$ cat config.mk
export PLATFORM = sky130hd
export DESIGN_NAME = clk_pll_ctrl
export DESIGN_NICKNAME = d
export VERILOG_FILES = /design/src/rtl/clk_pll_pkg.sv /design/src/rtl/clk_mode_decode.sv /design/src/rtl/pll_policy.sv /design/src/rtl/pll_lock_timer.sv /design/src/rtl/clk_sel_ctrl.sv /design/src/rtl/clk_pll_ctrl.sv
export SDC_FILE = /design/constraint.sdc
export NUM_CORES = 1
export LEC_CHECK = 0
export BUFFER_PORTS_ARGS = -buffer_cell sky130_fd_sc_hd__buf_2
export CORE_ASPECT_RATIO = 0.9
export CORE_MARGIN = 8
export CORE_UTILIZATION = 45
export CTS_BUF_LIST = sky130_fd_sc_hd__clkbuf_4 sky130_fd_sc_hd__clkbuf_8
export DETAILED_ROUTE_END_ITERATION = 12
export GPL_TIMING_DRIVEN = 0
export PLACE_DENSITY = 0.67
export REMOVE_ABC_BUFFERS = 1
export SETUP_SLACK_MARGIN = 0.02
export SLEW_MARGIN = 15
export SYNTH_ARGS = -nofsm -noshare
export SYNTH_HDL_FRONTEND = slang
export SYNTH_HIERARCHICAL = 1
export SYNTH_SLANG_ARGS = --single-unit
$ cat constraint.sdc
create_clock -name clk_i -period 2.39 [get_ports clk_i]
set_input_delay 0.1195 -clock clk_i [delete_from_list [all_inputs] [get_ports clk_i]]
set_output_delay 0.1195 -clock clk_i [all_outputs]
set_load 0.02 [all_outputs]
$ cat src/rtl/clk_pll_pkg.sv
package clk_pll_pkg;

  localparam int MODE_W = 4;

  // oscillator-mode codes
  localparam logic [MODE_W-1:0] M_LP      = 4'd0;
  localparam logic [MODE_W-1:0] M_XT      = 4'd1;
  localparam logic [MODE_W-1:0] M_HS      = 4'd2;
  localparam logic [MODE_W-1:0] M_RC      = 4'd3;
  localparam logic [MODE_W-1:0] M_EC      = 4'd4;
  localparam logic [MODE_W-1:0] M_ECIO    = 4'd5;
  localparam logic [MODE_W-1:0] M_HS_FIX  = 4'd6;
  localparam logic [MODE_W-1:0] M_EC_FIX  = 4'd7;
  localparam logic [MODE_W-1:0] M_HS_SW   = 4'd8;
  localparam logic [MODE_W-1:0] M_ECIO_SW = 4'd9;

  typedef enum logic [1:0] {
    SEL_PRI = 2'd0,
    SEL_PLL = 2'd1,
    SEL_SEC = 2'd2
  } sys_sel_e;

  typedef enum logic [1:0] {
    PIN_OSC    = 2'd0,
    PIN_CLKOUT = 2'd1,
    PIN_GPIO   = 2'd2
  } pin_mux_e;

  typedef enum logic [1:0] {
    POL_NONE = 2'd0,
    POL_SW   = 2'd1,
    POL_CFG  = 2'd2
  } pll_pol_e;

  typedef struct packed {
    pll_pol_e pol;
    pin_mux_e pin;
    logic     fb_en;
  } mode_cfg_t;

endpackage

$ cat src/rtl/clk_mode_decode.sv
module clk_mode_decode
  import clk_pll_pkg::*;
(
  input  logic [MODE_W-1:0] mode_i,
  output mode_cfg_t         cfg_o
);

  always_comb begin
    cfg_o.pol   = POL_NONE;
    cfg_o.pin   = PIN_OSC;
    cfg_o.fb_en = 1'b1;
    unique case (mode_i)
      M_EC: begin
        cfg_o.pin   = PIN_CLKOUT;
        cfg_o.fb_en = 1'b0;
      end
      M_ECIO: begin
        cfg_o.pin   = PIN_GPIO;
        cfg_o.fb_en = 1'b0;
      end
      M_HS_FIX: begin
        cfg_o.pol = POL_CFG;
      end
      M_EC_FIX: begin
        cfg_o.pol   = POL_CFG;
        cfg_o.pin   = PIN_CLKOUT;
        cfg_o.fb_en = 1'b0;
      end
      M_HS_SW: begin
        cfg_o.pol = POL_SW;
      end
      M_ECIO_SW: begin
        cfg_o.pol   = POL_SW;
        cfg_o.pin   = PIN_GPIO;
        cfg_o.fb_en = 1'b0;
      end
      default: ;
    endcase
  end

endmodule

$ cat src/rtl/pll_policy.sv
module pll_policy
  import clk_pll_pkg::*;
(
  input  logic     clk_i,
  input  logic     rst_ni,
  input  pll_pol_e pol_i,
  input  logic     on_sec_i,
  input  logic     sw_rst_i,
  input  logic     we_i,
  input  logic     wd_i,
  output logic     pll_want_o,
  output logic     sw_bit_o
);

  logic sw_q;
  logic cfg_q;
  logic refresh_q;

  // software bit: cleared by every reset and outside the software policy
  always_ff @(posedge clk_i or negedge rst_ni) begin
    if (!rst_ni) begin
      sw_q <= 1'b0;
    end else if (sw_rst_i || pol_i != POL_SW) begin
      sw_q <= 1'b0;
    end else if (we_i) begin
      sw_q <= wd_i;
    end
  end

  // configuration latch: sampled once after power-on, then only on secondary
  always_ff @(posedge clk_i or negedge rst_ni) begin
    if (!rst_ni) begin
      cfg_q     <= 1'b0;
      refresh_q <= 1'b1;
    end else begin
      if (refresh_q || on_sec_i) cfg_q <= (pol_i == POL_CFG);
      refresh_q <= 1'b0;
    end
  end

  assign pll_want_o = cfg_q | sw_q;
  assign sw_bit_o   = sw_q;

endmodule

$ cat src/rtl/pll_lock_timer.sv
module pll_lock_timer #(
  parameter int unsigned LOCK_CYCLES = 1024
) (
  input  logic clk_i,
  input  logic rst_ni,
  input  logic reload_i,
  output logic done_o
);

  if (LOCK_CYCLES == 0) begin : g_no_timer
    assign done_o = 1'b1;
  end else begin : g_timer
    localparam int TW = $clog2(LOCK_CYCLES + 1);
    localparam logic [TW-1:0] RELOAD = TW'(LOCK_CYCLES);

    logic [TW-1:0] cnt_q;

    always_ff @(posedge clk_i or negedge rst_ni) begin
      if (!rst_ni) begin
        cnt_q <= RELOAD;
      end else if (reload_i) begin
        cnt_q <= RELOAD;
      end else if (cnt_q != '0) begin
        cnt_q <= cnt_q - 1'b1;
      end
    end

    assign done_o = (cnt_q == '0);
  end

endmodule

$ cat src/rtl/clk_sel_ctrl.sv
module clk_sel_ctrl
  import clk_pll_pkg::*;
(
  input  logic     clk_i,
  input  logic     rst_ni,
  input  logic     pll_want_i,
  input  logic     sec_req_i,
  input  logic     pll_rdy_i,
  input  logic     lock_done_i,
  input  logic     hold_i,
  output sys_sel_e sel_o,
  output logic     pll_en_o,
  output logic     pll_rise_o,
  output logic     core_run_o
);

  sys_sel_e target;
  sys_sel_e sel_q;
  logic     pll_en_q;
  logic     pll_en_d;
  logic     commit;

  always_comb begin
    if (sec_req_i)       target = SEL_SEC;
    else if (pll_want_i) target = SEL_PLL;
    else                 target = SEL_PRI;
  end

  // PLL stays powered until the select has moved off it
  assign pll_en_d   = (target == SEL_PLL) || (sel_q == SEL_PLL);
  assign pll_rise_o = pll_en_d && !pll_en_q;

  assign commit = lock_done_i && !hold_i && (target != sel_q) &&
                  ((target != SEL_PLL) || pll_rdy_i);

  always_ff @(posedge clk_i or negedge rst_ni) begin
    if (!rst_ni) begin
      sel_q    <= SEL_PRI;
      pll_en_q <= 1'b0;
    end else begin
      pll_en_q <= pll_en_d;
      if (commit) sel_q <= target;
    end
  end

  assign sel_o      = sel_q;
  assign pll_en_o   = pll_en_q;
  assign core_run_o = lock_done_i && (target == sel_q);

endmodule

$ cat src/rtl/clk_pll_ctrl.sv
module clk_pll_ctrl
  import clk_pll_pkg::*;
#(
  parameter int unsigned LOCK_CYCLES = 1024
) (
  input  logic              clk_i,
  input  logic              rst_ni,
  input  logic [MODE_W-1:0] mode_i,
  input  logic              pllen_we_i,
  input  logic              pllen_wd_i,
  input  logic              sec_req_i,
  input  logic              sw_rst_i,
  input  logic              wake_i,
  input  logic              pll_rdy_i,
  output logic              pll_en_o,
  output logic [1:0]        sys_sel_o,
  output logic [1:0]        pin_mux_o,
  output logic              osc_fb_en_o,
  output logic              core_run_o,
  output logic              pllen_rd_o
);

  mode_cfg_t mcfg;
  sys_sel_e  sel;
  logic      pll_want;
  logic      pll_rise;
  logic      lock_done;
  logic      reload;

  clk_mode_decode u_decode (
    .mode_i (mode_i),
    .cfg_o  (mcfg)
  );

  pll_policy u_policy (
    .clk_i      (clk_i),
    .rst_ni     (rst_ni),
    .pol_i      (mcfg.pol),
    .on_sec_i   (sel == SEL_SEC),
    .sw_rst_i   (sw_rst_i),
    .we_i       (pllen_we_i),
    .wd_i       (pllen_wd_i),
    .pll_want_o (pll_want),
    .sw_bit_o   (pllen_rd_o)
  );

  assign reload = pll_rise | sw_rst_i | wake_i;

  pll_lock_timer #(
    .LOCK_CYCLES (LOCK_CYCLES)
  ) u_timer (
    .clk_i    (clk_i),
    .rst_ni   (rst_ni),
    .reload_i (reload),
    .done_o   (lock_done)
  );

  clk_sel_ctrl u_sel (
    .clk_i       (clk_i),
    .rst_ni      (rst_ni),
    .pll_want_i  (pll_want),
    .sec_req_i   (sec_req_i),
    .pll_rdy_i   (pll_rdy_i),
    .lock_done_i (lock_done),
    .hold_i      (reload),
    .sel_o       (sel),
    .pll_en_o    (pll_en_o),
    .pll_rise_o  (pll_rise),
    .core_run_o  (core_run_o)
  );

  assign sys_sel_o   = sel;
  assign pin_mux_o   = mcfg.pin;
  assign osc_fb_en_o = mcfg.fb_en;

endmodule

* After elaboration in Yosys (flattened, before gate mapping)
Index checks and enable logic that the tools add are counted.
Widths: inputs -> output; s select.
** Storage, ports and cells
- Flip-flop bits (word level) :: 17
- Bits of input ports :: 12
- Output and inout bits :: 8
** Cells by class
- Add/sub/neg operators :: 1
- Equal/unequal tests :: 14
- Multiplexer cells :: 8
- Bitwise gates (word level) :: 3
- Reduce and logical (&&, ||, !) cells :: 19
** Operators with widths (count)
- $mux 11 :: 2
- $eq 4x3->1 const B :: 4
- $logic_not 11->1 :: 1
- $reduce_bool 11->1 :: 1
- $sub 11x1->11 const B :: 1
- $eq 4x4->1 const B :: 2
- $reduce_or 2->1 :: 4
- $pmux 3 s2 :: 1
- $logic_and 1x1->1 :: 5
- $eq 2x1->1 const B :: 2
- $eq 2x2->1 const B :: 2
- $logic_or 1x1->1 :: 4
- $ne 2x1->1 const B :: 2
- $pmux 2 s2 :: 1
- $reduce_bool 2->1 :: 2
- $mux 1 :: 3
- $or 1x1->1 :: 3
- $eq 2x2->1 :: 1
- $logic_not 1->1 :: 2
- $mux 2 :: 1
- $ne 2x2->1 :: 1

* Longest topological paths before layout
- Word-level depth :: 12
- Gate-level depth with buffers :: 8

* Cells and area by module
Netlist, hierarchy kept.
** Modules (own cells, without submodules)
- pll_lock_timer :: instances 1, cells an instance 62, area each 615.6 um2, sequential area each 276.5 um2
- clk_sel_ctrl :: instances 1, cells an instance 17, area each 162.7 um2, sequential area each 75.1 um2
- pll_policy :: instances 1, cells an instance 10, area each 132.6 um2, sequential area each 76.3 um2
- clk_mode_decode :: instances 1, cells an instance 10, area each 78.8 um2, sequential area each 0.0 um2
- clk_pll_ctrl :: instances 1, cells an instance 2, area each 12.5 um2, sequential area each 0.0 um2

* Worst setup path before layout
OpenSTA, ideal clock, no wires.
- Kind :: register to register
- From :: register u_timer.g_timer.cnt_q[0]
- To :: register u_sel.sel_q[1], in the netlist u_sel/sel_o[1]
- Data arrival time :: 1775 ps
- Required time :: 2269 ps
- Path slack :: 494 ps
- Cell stages (with the launch flop) :: 9
- Path through :: dfrtp_1 inv_1 ha_1 nor4b_1 nand3_1 inv_1 and2b_1 o21ai_1 a22o_1
** Between the ends
- Cells in the longest elaborated chain, start to end :: 4
** RTL lines
- start: declaration :: line pll_lock_timer.sv:16 : logic [TW-1:0] cnt_q;
- start signal: assignment :: line pll_lock_timer.sv:24 : cnt_q <= cnt_q - 1'b1;
- $logic_not 11->1 :: line pll_lock_timer.sv:28 : assign done_o = (cnt_q == '0);
- named net lock_done :: line clk_pll_ctrl.sv:27 : logic lock_done;
- $logic_and 1x1->1 (3 in series) :: line clk_sel_ctrl.sv:33 : assign commit = lock_done_i && !hold_i && (target != sel_q) &&
- end signal: assignment :: line clk_sel_ctrl.sv:42 : if (commit) sel_q <= target;
- end: declaration :: line clk_sel_ctrl.sv:18 : sys_sel_e sel_q;
The timed path passes the listed nets, and every way through them passes these cells.
A chain may end at the register's enable or synchronous reset.

* Worst setup path in the final report
- From :: register u_timer.g_timer.cnt_q[0]
- To :: output port core_run_o
** Between the ends
- Cells in the longest elaborated chain, start to end :: 2
** RTL lines
- $logic_not 11->1 :: line pll_lock_timer.sv:28
- named net lock_done :: line clk_pll_ctrl.sv:27
- $logic_and 1x1->1 :: line clk_sel_ctrl.sv:48 : assign core_run_o = lock_done_i && (target == sel_q);
- end: declaration :: line clk_pll_ctrl.sv:19 : output logic core_run_o,
The timed path passes the listed nets, and every way through them passes these cells.

==> summary.md <==
| Metric | Value |
|---|---|
| Status | complete, no violations |
| # setup viols final | 0 |
| Fmax | roughly 460 MHz |
| CTS Root Cell | clkbuf_4 |
| Antenna violations before repair | 0 |
| Global-route wire length before repair | approximately 3.6 mm |
| Overflow after GRT | 0 |
| Critical Path Sink Type | primary output |
| DR iter-0 viols | 21 |
| Avg Inst Size Synth | 9.92 um2 |
| CTS buffer count | 3 |
| Post-DP Area | about 1100 um2 |
| PortBufs | 19 |
| Area Growth Syn to Fin | 18.2% |
| Vias in the first global route | between 800 and 900 |
| Synth Area in Adders | 1.25% |
| Routability Congestion | around 0.73 |
| Syn Inst Count | 101 |
| WL final | roughly 2.1 mm |
| Final Skew | ~0.0011 ns |
| Antenna viol nets, final | 0 |
| Async set-reset flop share out of synthesis | 100% |
| Num rows | 16 |
| Crit path launch type | register |
| Pwr Total | between 1 and 1.5 mW |
| RSZ-0062 raised after global routing | no |
| Post-Syn Area | approximately 1000 um2 |
| H-tree depth | 1 |
| FF+latch count, synth | 17 |
| Via count | 820 |
| Synth Area in Compound Gates | around 14% |
| Wirelength per Cell | about 14 um |
| CP arrival | just over 2 ns |
| Post-synth EDFFs | 0 |
| Leakage power | between 0.5 and 0.6 nW |
| Max cap viols | 0 |
| Ports | 20 |
| Drt first pass iters | 4 |
| Top FF cell, synth | dfrtp_1 |
| DP Wirelength | between 1.5 and 2 mm |
| Ant diodes | 0 |
| Post-synthesis sequential area ratio | 42.7% |
| # DRC | 0 |
| DIE WIDTH | roughly 66 um |
| Non-filler cells, final | 152 |
| Post-Synth Simple-Gate Area | 30.7% |
| DIE HEIGHT | ~60 um |
| Final Cell Area | 1180 um2 |
| Fin nets | around 140 |
| CP required | roughly 2.3 ns |
| Share of layout cells above drive strength 1 | between 30% and 40% |
| CTS tree | done |
| Critical-path maximum fanout | 6 |
| Final period utilization | 91.0% |
| Hold Vio Cnt, Final | 0 |
| Final Max Tran Viols | 0 |
| WS Path Type | register to primary output |
| Vias/cell | between 5 and 6 |
| Commonest non-fill, non-tap cell in the layout | buf_2 |
| Fin util | between 50% and 60% |
| YS warnings | 6 |
| Clock Path Buffers | 2 |
| Overall Global Routing Usage | 11.3% |
| Clock-pin slew on the worst setup and hold paths | 0.10 ns |
| Die Area | 4000 um2 |
| Hold Path Class | primary input to register |
| Core area | approximately 2100 um2 |
| Post-Synth XOR/XNOR Area | approximately 4.4% |
| Main combinational cell family by area after synthesis | simple AND/OR/NAND/NOR gates |
| Clk_lat worst skew | ~0.29 ns |
| Commonest cells after routing, fill and taps aside | 19 x buf_2, 15 x dfrtp_1, 14 x nor2_1 |
| Mux contribution to synthesized area | between 4 and 5% |
| Largest net degree at the start of global routing | 18 |
| Pwr Density | about 890 nW/um2 |
| Placed insts | about 150 |
| Clock net sink count | 17 |
| Initial Util | a little under half |
| Post-layout min period | 2.17 ns |
| Setup TNS | 0 ns |
| Maximum VDD drop | 482 uV |
| Count of cell types in the netlist | 42 |
==> cells in the mapped netlist, types with 2 or more instances <==
cell type	number	area share [%]
xnor2_1	5	4.4
mux2i_1	3	3.0
nor2b_1	2	1.2
dfrtp_1	15	37
inv_1	6	2.2
dfstp_2	2	5.2
o21ai_0	2	1.0
nand2_1	4	1.5
a21oi_1	8	4.0
nor3b_1	3	2.2
nor2_1	14	5.2
nand3_1	2	1.0
nand2b_1	5	3.1
a211oi_1	2	1.5
==> worst paths after layout <==
check / from / end / slack [ns] / cells after the start
setup reg to reg: u_policy/sw_bit_o / u_sel/sel_o[1] / 0.25 / 7
setup / recovery: u_timer/g_timer.cnt_q[0] / core_run_o / 0.22 / 7
hold reg to reg: u_policy/cfg_q / u_policy/cfg_q / 0.51 / 1
max in group asynchronous: rst_ni / u_policy/refresh_q / 1.80 / 2
min in group asynchronous: rst_ni / u_timer/g_timer.cnt_q[5] / 0.27 / 2
hold / removal: sec_req_i / u_sel/sel_o[1] / 0.11 / 2
==> worst max-delay path, cell delays in order (launching register included) <==
cell and delay [ns]:
dfrtp_1 0.43, inv_1 0.07, ha_1 0.24, nor4b_2 0.39, nand3_2 0.23, inv_1 0.13, o21a_1 0.12, buf_2 0.15
==> cells by family (layout without fill, tap and decap cells) <==
| group | after synthesis | after routing |
|---|---|---|
| compound gates | 20 | 20 |
| mux | 4 | 4 |
| simple gates | 46 | 46 |
| flops | 17 | 17 |
| buf+inv | 7 | 31 |
| other cells | 1 | 1 |
| xor+xnor | 5 | 5 |
| fa+ha+maj | 1 | 1 |
==> area by class of cell <==
cell class | instances | area (um2)
inverter | 6 | 22.5
multi-input combinational | 77 | 558
sequential | 17 | 428
fill | 206 | 957
tap | 27 | 33.8
clock buffer | 3 | 22.5
clock inverter | 1 | 5.00
timing repair buffer | 21 | 115
==> report_power, final <==
part / leakage [nW] / internal, mW / switching, mW
registers: 0.224 / 0.348 / 0.0833
clock network: 0.0177 / 0.0622 / 0.0961
logic: 0.332 / 0.224 / 0.237
total: 0.573 / 0.634 / 0.416
==> timing repair <==
action                     4_1_cts  5_1_grt
hold endpoints to repair        16        0
buffers inserted                 0        0
setup endpoints to repair        1        1
hold buffers                     2        0
gates resized for setup          1        1
==> routing by layer <==
layer	wire (um)	up-vias	global-route usage (%)
met5	0	-	0
met3	70	2	2.58
met4	13	0	4.66
met2	1040	6	19.6
li1	-	408	-
met1	970	404	13.2
==> state kept, by name, indices dropped and copies added (netlist names) <==
signal,cells
u_policy/refresh_q,1
u_policy/cfg_q,1
u_policy/sw_bit_o,1
u_sel/sel_o,2
u_sel/pll_en_o,1
u_timer/g_timer.cnt_q,11
==> through the flow <==
stage                     hold WS [ns]  setup slack (ns)
after CTS                       0.0977             0.147
final                            0.111             0.215
after global routing             0.109            0.0824
after floorplan                 -0.176             0.369
after detailed placement        0.0690             0.152
after global placement          0.0631             0.201
No activity file was read; power rests on OpenSTA's default activity.
